**config.mk**
```make
export PLATFORM = sky130hd
export DESIGN_NAME = pfu_dispatch
export DESIGN_NICKNAME = d
export VERILOG_FILES = /design/src/rtl/pfu_pkg.sv /design/src/rtl/pfu_cfg_reg.sv /design/src/rtl/pfu_match.sv /design/src/rtl/pfu_func_bank.sv /design/src/rtl/pfu_dispatch.sv
export SDC_FILE = /design/constraint.sdc
export NUM_CORES = 1
export LEC_CHECK = 0
export CAP_MARGIN = 25
export CORE_ASPECT_RATIO = 0.7
export CORE_MARGIN = 1
export CORE_UTILIZATION = 30
export CTS_BUF_LIST = sky130_fd_sc_hd__clkbuf_4 sky130_fd_sc_hd__clkbuf_8
export DETAILED_ROUTE_END_ITERATION = 12
export DONT_BUFFER_PORTS = 1
export PLACE_DENSITY = 0.52
export SYNTH_ARGS = -nofsm -noshare
export SYNTH_HDL_FRONTEND = slang
export SYNTH_SLANG_ARGS = --single-unit
```
**constraint.sdc**
```tcl
create_clock -name clk -period 13.9 [get_ports clk]
set_input_delay 0 -clock clk [delete_from_list [all_inputs] [get_ports clk]]
set_output_delay 0 -clock clk [all_outputs]
set_load 0.01 [all_outputs]
```
**src/rtl/pfu_pkg.sv**
```systemverilog
package pfu_pkg;
  localparam int FID_W  = 11;
  localparam int SEL_W  = 3;
  localparam int DATA_W = 32;
  localparam int NUM_FN = 1 << SEL_W;

  typedef enum logic [SEL_W-1:0] {
    FN_ADD   = 3'd0,
    FN_SUB   = 3'd1,
    FN_XOR   = 3'd2,
    FN_ANDN  = 3'd3,
    FN_DCNT  = 3'd4,
    FN_BREV  = 3'd5,
    FN_ROTL  = 3'd6,
    FN_MINU  = 3'd7
  } fn_sel_e;
endpackage

```
**src/rtl/pfu_cfg_reg.sv**
```systemverilog
module pfu_cfg_reg #(
  parameter int FID_W = 11,
  parameter int SEL_W = 3
) (
  input  logic             clk,
  input  logic             rst,
  input  logic             load,
  input  logic [FID_W-1:0] load_fid,
  input  logic [SEL_W-1:0] load_sel,
  output logic             cur_valid,
  output logic [FID_W-1:0] cur_fid,
  output logic [SEL_W-1:0] cur_sel
);
  always_ff @(posedge clk) begin
    if (rst) begin
      cur_valid <= 1'b0;
      cur_fid   <= '0;
      cur_sel   <= '0;
    end else if (load) begin
      cur_valid <= 1'b1;
      cur_fid   <= load_fid;
      cur_sel   <= load_sel;
    end
  end

  AST_LOAD_VISIBLE: assert property (@(posedge clk) disable iff (rst)
    load |=> (cur_valid && cur_fid == $past(load_fid) && cur_sel == $past(load_sel)));
  AST_CFG_HOLD: assert property (@(posedge clk) disable iff (rst)
    !load |=> ($stable(cur_fid) && $stable(cur_sel) && $stable(cur_valid)));
endmodule

```
**src/rtl/pfu_match.sv**
```systemverilog
module pfu_match #(
  parameter int FID_W = 11
) (
  input  logic             clk,
  input  logic             rst,
  input  logic             issue_valid,
  input  logic [FID_W-1:0] issue_fid,
  input  logic             cur_valid,
  input  logic [FID_W-1:0] cur_fid,
  output logic             hit,
  output logic             miss
);
  logic same_id;

  always_comb begin
    same_id = (issue_fid == cur_fid);
    hit     = issue_valid && cur_valid && same_id;
    miss    = issue_valid && !hit;
  end

  AST_UNLOADED_FAULTS: assert property (@(posedge clk) disable iff (rst)
    (issue_valid && !cur_valid) |-> miss);
  AST_HIT_MISS_EXCL: assert property (@(posedge clk) disable iff (rst)
    !(hit && miss));
endmodule

```
**src/rtl/pfu_func_bank.sv**
```systemverilog
module pfu_func_bank #(
  parameter int DATA_W = 32,
  parameter int SEL_W  = 3
) (
  input  logic [SEL_W-1:0]  sel,
  input  logic [DATA_W-1:0] op_a,
  input  logic [DATA_W-1:0] op_b,
  output logic [DATA_W-1:0] y
);
  localparam int SH_W   = $clog2(DATA_W);
  localparam int NUM_FN = 1 << SEL_W;

  logic [DATA_W-1:0]   cand [NUM_FN];
  logic [DATA_W-1:0]   rev_a;
  logic [2*DATA_W-1:0] rot_dbl;
  logic [SH_W:0]       ones;
  logic [DATA_W-1:0]   diff;

  genvar gi;
  generate
    for (gi = 0; gi < DATA_W; gi++) begin : g_rev
      assign rev_a[gi] = op_a[DATA_W-1-gi];
    end
  endgenerate

  always_comb begin
    diff = op_a ^ op_b;
    ones = '0;
    for (int i = 0; i < DATA_W; i++) begin
      ones = ones + {{SH_W{1'b0}}, diff[i]};
    end
    rot_dbl = {op_a, op_a} << op_b[SH_W-1:0];
  end

  always_comb begin
    for (int k = 0; k < NUM_FN; k++) cand[k] = '0;
    cand[0] = op_a + op_b;
    cand[1] = op_a - op_b;
    cand[2] = diff;
    cand[3] = op_a & ~op_b;
    cand[4] = {{(DATA_W-SH_W-1){1'b0}}, ones};
    cand[5] = rev_a;
    cand[6] = rot_dbl[2*DATA_W-1:DATA_W];
    cand[7] = (op_a < op_b) ? op_a : op_b;
    y = cand[sel];
  end
endmodule

```
**src/rtl/pfu_dispatch.sv**
```systemverilog
module pfu_dispatch #(
  parameter int FID_W  = pfu_pkg::FID_W,
  parameter int SEL_W  = pfu_pkg::SEL_W,
  parameter int DATA_W = pfu_pkg::DATA_W
) (
  input  logic              clk,
  input  logic              rst,
  input  logic              issue_valid,
  input  logic [FID_W-1:0]  issue_fid,
  input  logic [DATA_W-1:0] src_a,
  input  logic [DATA_W-1:0] src_b,
  input  logic              cfg_load,
  input  logic [FID_W-1:0]  cfg_fid,
  input  logic [SEL_W-1:0]  cfg_sel,
  output logic              res_valid,
  output logic [DATA_W-1:0] res_data,
  output logic              fault
);
  logic              cur_valid;
  logic [FID_W-1:0]  cur_fid;
  logic [SEL_W-1:0]  cur_sel;
  logic              hit;
  logic              miss;
  logic [DATA_W-1:0] fn_y;

  pfu_cfg_reg #(.FID_W(FID_W), .SEL_W(SEL_W)) u_cfg (
    .clk(clk), .rst(rst), .load(cfg_load), .load_fid(cfg_fid), .load_sel(cfg_sel),
    .cur_valid(cur_valid), .cur_fid(cur_fid), .cur_sel(cur_sel)
  );

  pfu_match #(.FID_W(FID_W)) u_match (
    .clk(clk), .rst(rst), .issue_valid(issue_valid), .issue_fid(issue_fid),
    .cur_valid(cur_valid), .cur_fid(cur_fid), .hit(hit), .miss(miss)
  );

  pfu_func_bank #(.DATA_W(DATA_W), .SEL_W(SEL_W)) u_fn (
    .sel(cur_sel), .op_a(src_a), .op_b(src_b), .y(fn_y)
  );

  always_comb begin
    res_valid = hit;
    fault     = miss;
    res_data  = hit ? fn_y : '0;
  end

  AST_FAULT_NO_RESULT: assert property (@(posedge clk) disable iff (rst)
    fault |-> (!res_valid && res_data == '0));
  AST_IDLE_QUIET: assert property (@(posedge clk) disable iff (rst)
    !issue_valid |-> (!fault && !res_valid && res_data == '0));
  AST_ISSUE_ANSWERED: assert property (@(posedge clk) disable iff (rst)
    issue_valid |-> $onehot({fault, res_valid}));
endmodule

```
==> summary.txt, run 1 <==
Global route
  • Met3 usage: 0.0669
  • Met1 Use GR: 0.429
  • Overflow after GRT: 0
  • All-Layer GR Usage: 0.276
  • Initial antenna violation count: 1
  • Busiest grt layer: met1
  • Vias in the first global route: a little over 9000
  • M2 GR Usage: 0.375
  • Largest net degree at the start of global routing: 67
  • Global-route wire length before repair: around 64000 um

Synthesis
  • Number of synthesized register bits: 15
  • Area contributors post-synth: ha_1 (10%), a21oi_1 (9.4%), mux4_2 (9.2%)
  • Library cells used by synthesis: 74
  • Yosys warns: 0
  • Post-synth EDFFs: 0
  • Synth area leader: ha_1
  • Register area share after synthesis: 0.0332
  • Post-synth top flop: dfxtp_1
  • Area share of the largest cell type after synthesis: 0.0997
  • Syn Area/Cell: a little under 7 um^2
  • Post-synth ARST share: 0
  • Post-Syn Area: roughly 0.0090 mm^2
  • Mapped Cells: 1309
  • Syn Nets: 1500

STA
  • Setup_tns: 0 ns
  • Worst Tran Pin Value: 1.16 ns
  • Final worst path period share: 0.448
  • Final setup fails: 0
  • Min Tclk post-route: 6.23 ns
  • Slew margin rel.: 0.228
  • Clock skew: 0 ns
  • Fmax: ~160 MHz
  • PnR worst setup slack: 7.67 ns
  • RSZ-0062 raised after global routing: no
  • Max Slew Vio Count: 0
  • Final hold violation count: 0

Floorplanning
  • # rows: 52
  • Initial Util: 0.309
  • Die Y: about 150 um
  • Top-level I/O count: around 130
  • Die X-Extent: 209 um
  • Core ar.: 0.0293 mm^2
  • Area of the die: 0.0308 mm^2

Clock tree
  • CTS H-tree lvls: 1
  • Clock Sinks: 15
  • CTS max path bufs: 2
  • CTS tree: built
  • Clk_lat worst skew: ~0.25 ns
  • Cts bufs inserted: 3
  • Root buffer cell: clkbuf_8

Detailed routing
  • DR pass1 iterations: 5
  • Vias: 10393
  • Vias per cell: 6.39
  • WL final: 43800 um
  • DRC Markers: 0
  • DRT iter0 DRCs: 1300
  • Final ANT Viol Nets: 0
  • Drt wl/cell: between 20 and 30 um

Place
  • Hpwl dp: between 30000 and 40000 um
  • Placed cells: 1602
  • Buffers on Ports: 0
  • Post-Place Worst Slack: around 7.7 ns
  • Final weighted congestion in routability-driven placement: approximately 1

Cells and area
  • Post-layout util: 0.323
  • N_diodes: 0
  • Filler cell count: 3194
  • Nets: about 1400
  • Most common cell after layout, fill and taps aside: nand2_1
  • Most frequent cells in the layout: nand2_1 (182), a21oi_1 (170), nor2_1 (107)
  • Multi-input gate area in the final layout: 0.00795 mm^2
  • Layout cells sized above 1: 0.0633
  • FF+latch area: 307 um^2
  • Finished Layout Cells: 1626
  • Area grow syn2layout: 4.63%

Worst hold path
  • HP Start: issue_valid
  • Hold crit path type: input pin to primary output

Worst setup path
  • CP max-delay cell: ha_1
  • Bufs and invs on worst path: 4
  • Critical path type: input pin to primary output
  • R2r startpoint: u_cfg.cur_sel[2]
  • Delay-heaviest family, CP: adder cells
  • Crit-path cells: clkinv_1 > ha_1 > fa_1 > fa_1 > inv_1 > fa_1 > fa_1 > fa_1 > fa_1 > fa_1 > inv_1 > fa_1 > inv_1 > a21o_1 > a21oi_1 > xor2_1 > nor2_1 > a21oi_1 > o22ai_1 > a32o_1
  • Most frequent CP cell: fa_1
  • CP max FO: 45
  • Critical Path Start: src_b[2]
  • CP Capture Type: primary output
  • CP Launch Type: input pin
  • Crit path largest cell delay: 0.73 ns
  • CP required: 13.90 ns
  • Critical Path AT: around 6.2 ns

Pwr
  • Pwr Total: 1050 uW
  • Peak VDD IR: 0.136 mV
  • Leakage: slightly below 0.004 uW
  • Pwr dens: 111 mW/mm^2

Run status
  • Status: complete, no violations

Job
  • Max cap viols: 0
-- worst paths after layout --
kind         cells after the start  slack (ns)          endpoint
max                             20        7.67       res_data[4]
max reg2reg                      4       12.04  u_cfg.cur_sel[2]
min                              1        0.14             fault
min reg2reg                      2        0.47   u_cfg.cur_valid
-- synthesized netlist by cell type (6+ instances only) --
master and count:
clkinv_1 6, ha_1 72, o31ai_1 15, dfxtp_1 15
nand4_1 21, inv_1 98, mux2_2 8, a21o_1 10
mux4_2 37, o211a_1 7, a211oi_1 13, nor2_1 107
nor4_1 10, a31oi_1 9, a21oi_1 170, o21ai_0 88
nand2_1 182, o21bai_1 13, nor3_1 27, xnor2_1 31
nand2b_1 7, o21a_1 7, nand3_1 23, nor2b_1 9
clkbuf_1 69, a221oi_1 15, buf_1 16, mux2i_1 76
o211ai_1 23, fa_1 26
-- what timing repair did --
action	CTS	global route
hold endpoints to repair	15	0
hold buffers	20	0
setup endpoints to repair	0	0
buffers inserted	0	0
gates resized for setup	0	0
-- stage by stage --
stage / hold WS (ns) / instance area, um^2
after floorplan: 0.0724 / 9030
after global placement: 0.0667 / 9200
after detailed placement: 0.0678 / 9200
after CTS: 0.146 / 9450
after global routing: 0.146 / 9450
final: 0.144 / 9450
-- layout make-up --
cell class	count	share of cell area
clock buffers	4	0.00516
inverters	105	0.0417
multi-input cells	1094	0.842
flip-flops and latches	15	0.0324
well taps	378	0.0500
repair buffers	30	0.0291
-- cell families after synthesis --
group,count (synthesis),synth area share
adders and majority gates,98,0.157
muxes,121,0.186
AOI/OAI and AO/OA,431,0.303
DFF,15,0.0332
buffers and inverters,200,0.0875
and+or+nand+nor,409,0.199
xor gates and xnor gates,35,0.0339
-- metal layers --
layer,vias to the layer above,part of all wire
li1,4628,-
met1,5030,0.47
met2,679,0.38
met3,56,0.13
met4,0,0.021
met5,-,0
-- power by group --
group / internal [uW] / total [uW] / switching [uW] / leakage, uW
logic: 404 / 961 / 557 / 0.00381
registers: 45.7 / 51.4 / 5.75 / 0.000125
clock network: 22.3 / 38.1 / 15.8 / 0.0000262
total: 471 / 1050 / 579 / 0.00396
-- registers in the layout, indices dropped and copies added (netlist names) --
register,cells
u_cfg.cur_sel,3
u_cfg.cur_fid,11
u_cfg.cur_valid,1
Note: power is estimated with default switching activity, not from simulation.
==> inputs of run 2 (changes only) <==
Clock period 13.9 ns to 5.9 ns, I/O delays scaled along.
==> run 2 against run 1 <==
Compared with the run above:
- global-route usage increased by 0.16 points
- hold slack about the same
- sequential cell count unchanged
- combinational power increased by 140%
- setup slack got worse by 7.4 ns
- utilization increased by 0.76 points
- critical endpoint unchanged
- largest power group unchanged
==> summary.txt, run 2 (synthesis gave the netlist of run 1 again) <==
Run status
  • Status: complete, no violations

Place
  • Post-Place Worst Slack: 0.115 ns
  • Buffers on Ports: 0
  • Dpl cell area: between 0.009 and 0.01 mm^2
  • Hpwl dp: ~35000 um
  • Final weighted congestion in routability-driven placement: 0.975

Pwr
  • Pwr dens: 262 mW/mm^2
  • Leakage: 0.00409 uW
  • Peak VDD IR: between 0.4 and 0.5 mV

Global route
  • Initial antenna violation count: 3
  • All-Layer GR Usage: 0.277
  • Largest net degree at the start of global routing: 63
  • Overflow after GRT: 0
  • Vias in the first global route: 9536
  • Global-route wire length before repair: 64100 um

Worst hold path
  • HP Start: issue_valid
  • Min-Delay Path Depth: 1
  • Hold crit path type: input pin to primary output
  • WHS Endpoint: fault

Cells and area
  • Most common cell after layout, fill and taps aside: nand2_1
  • Nets: 1467
  • Design Area, Final: 0.00967 mm^2
  • Filler cell count: 3231
  • Most frequent cells in the layout: nand2_1 (182), a21oi_1 (168), nor2_1 (107)
  • Biggest regs: u_cfg.cur_fid: 11 flops, u_cfg.cur_sel: 3 flops, u_cfg.cur_valid: 1 flops
  • Post-layout util: 0.330
  • Largest Register: u_cfg.cur_fid
  • Max reg flops: 11
  • Layout cells sized above 1: 0.0855
  • Area grow syn2layout: 7.08%

Worst setup path
  • CP Launch Type: input pin
  • Worst R2R Setup Slack: 3.80 ns
  • Worst-case reg-to-reg path depth: 4
  • CP required: 5.90 ns
  • CP max FO: 36
  • Critical Path AT: 5.67 ns
  • Crit-path cells: inv_1 > ha_1 > inv_1 > ha_1 > inv_1 > fa_1 > fa_1 > inv_1 > fa_1 > fa_1 > fa_1 > fa_1 > fa_2 > inv_1 > fa_2 > inv_1 > a21o_1 > a21oi_2 > xor2_1 > nor2_1 > a21oi_2 > o22ai_1 > a32o_2
  • Crit path largest cell delay: 0.55 ns
  • R2R Path End: u_cfg.cur_sel[0]
  • CP Capture Type: primary output
  • Critical path type: input pin to primary output
  • CP max-delay cell: fa_1
  • R2r startpoint: u_cfg.cur_sel[0]

Job
  • Max cap viols: 0

Floorplanning
  • Die X-Extent: 209 um
  • Top-level I/O count: about 130
  • Initial Util: 0.309
  • Core ar.: 0.0293 mm^2
  • Area of the die: 0.0308 mm^2
  • Die Y: 147 um
  • # rows: 52

Clock tree
  • CTS max path bufs: 2
  • Clock Sinks: 15
  • Clk_lat worst skew: about 0.24 ns
  • CTS H-tree lvls: 1
  • Cts bufs inserted: 3
  • Root buffer cell: clkbuf_8
  • Setup bufs post-CTS: 0
  • CTS tree: built

Detailed routing
  • DRC Markers: 0
  • WL final: 43900 um
  • Drt wl/cell: 26.6 um
  • DRT iter0 DRCs: 1629
  • Vias per cell: between 6 and 7
  • Final ANT Viol Nets: 0
  • DR pass1 iterations: 6
  • Vias: 10460

STA
  • Final setup fails: 0
  • Max Slew Vio Count: 0
  • RSZ-0062 raised after global routing: no
  • Min Tclk post-route: 5.67 ns
  • Slew margin rel.: 0.243
  • PnR worst setup slack: 0.228 ns
  • Fmax: 176 MHz
  • Final worst path period share: 0.961
  • Worst Tran Pin Value: ~1.1 ns
  • Clock skew: 0 ns
  • Hold WS: 0.144 ns
  • Setup_tns: 0 ns
  • Final hold violation count: 0
==> run 2: how the worst max path moves through the flow <==
stage / from / to / slack [ns] / cells past startpoint
2_1_floorplan: src_b[2] / res_data[4] / 0.02 / 22
3_3_place_gp: src_b[1] / res_data[4] / 0.11 / 23
3_5_place_dp: src_b[1] / res_data[4] / 0.11 / 23
4_1_cts: src_b[1] / res_data[4] / 0.1 / 23
5_1_grt: src_b[1] / res_data[4] / 0.02 / 23
6_report: src_b[1] / res_data[4] / 0.23 / 23
==> run 2: cell type report <==
| cell class | instances | area (um^2) | area share |
|---|---|---|---|
| well taps | 378 | 473 | 0.0489 |
| inverters | 105 | 394 | 0.0407 |
| repair buffers | 57 | 480 | 0.0497 |
| flip-flops and latches | 15 | 307 | 0.0317 |
| diodes | 1 | 2.50 | 0.000259 |
| multi-input cells | 1094 | 7970 | 0.824 |
| clock buffers | 4 | 48.8 | 0.00504 |
==> run 2: worst max-delay path, delay by kind of cell <==
family / cells / cell delay, ns
xor gates and xnor gates: 1 / 0.16
AOI/OAI and AO/OA: 5 / 0.87
and+or+nand+nor: 1 / 0.07
buffers and inverters: 6 / 0.33
adders and majority gates: 10 / 4.21
==> run 2: layer usage <==
metal | GRT usage | part of all wire
met5 | 0.0188 | 0.0021
met1 | 0.405 | 0.44
met3 | 0.109 | 0.16
met4 | 0.0526 | 0.021
met2 | 0.375 | 0.38
==> run 2: report_power, final <==
group | internal [uW] | switching [uW]
Sequential | 108 | 10.7
Combinational | 987 | 1340
Clock | 52.4 | 34.8
==> run 2: what timing repair did <==
action / 4_1_cts / 5_1_grt
hold buffers: 22 / 0
gates resized for setup: 0 / 5
endpoints found under the setup margin: 0 / 1
endpoints found under the hold margin: 15 / 0
==> run 2: stage by stage <==
step / cells / total power [uW]
final: 1654 / 2530
after global routing: 1653 / 2820
after CTS: 1652 / 2430
after detailed placement: 1626 / 2320
after global placement: 1626 / 2320
after floorplan: 1309 / 1820
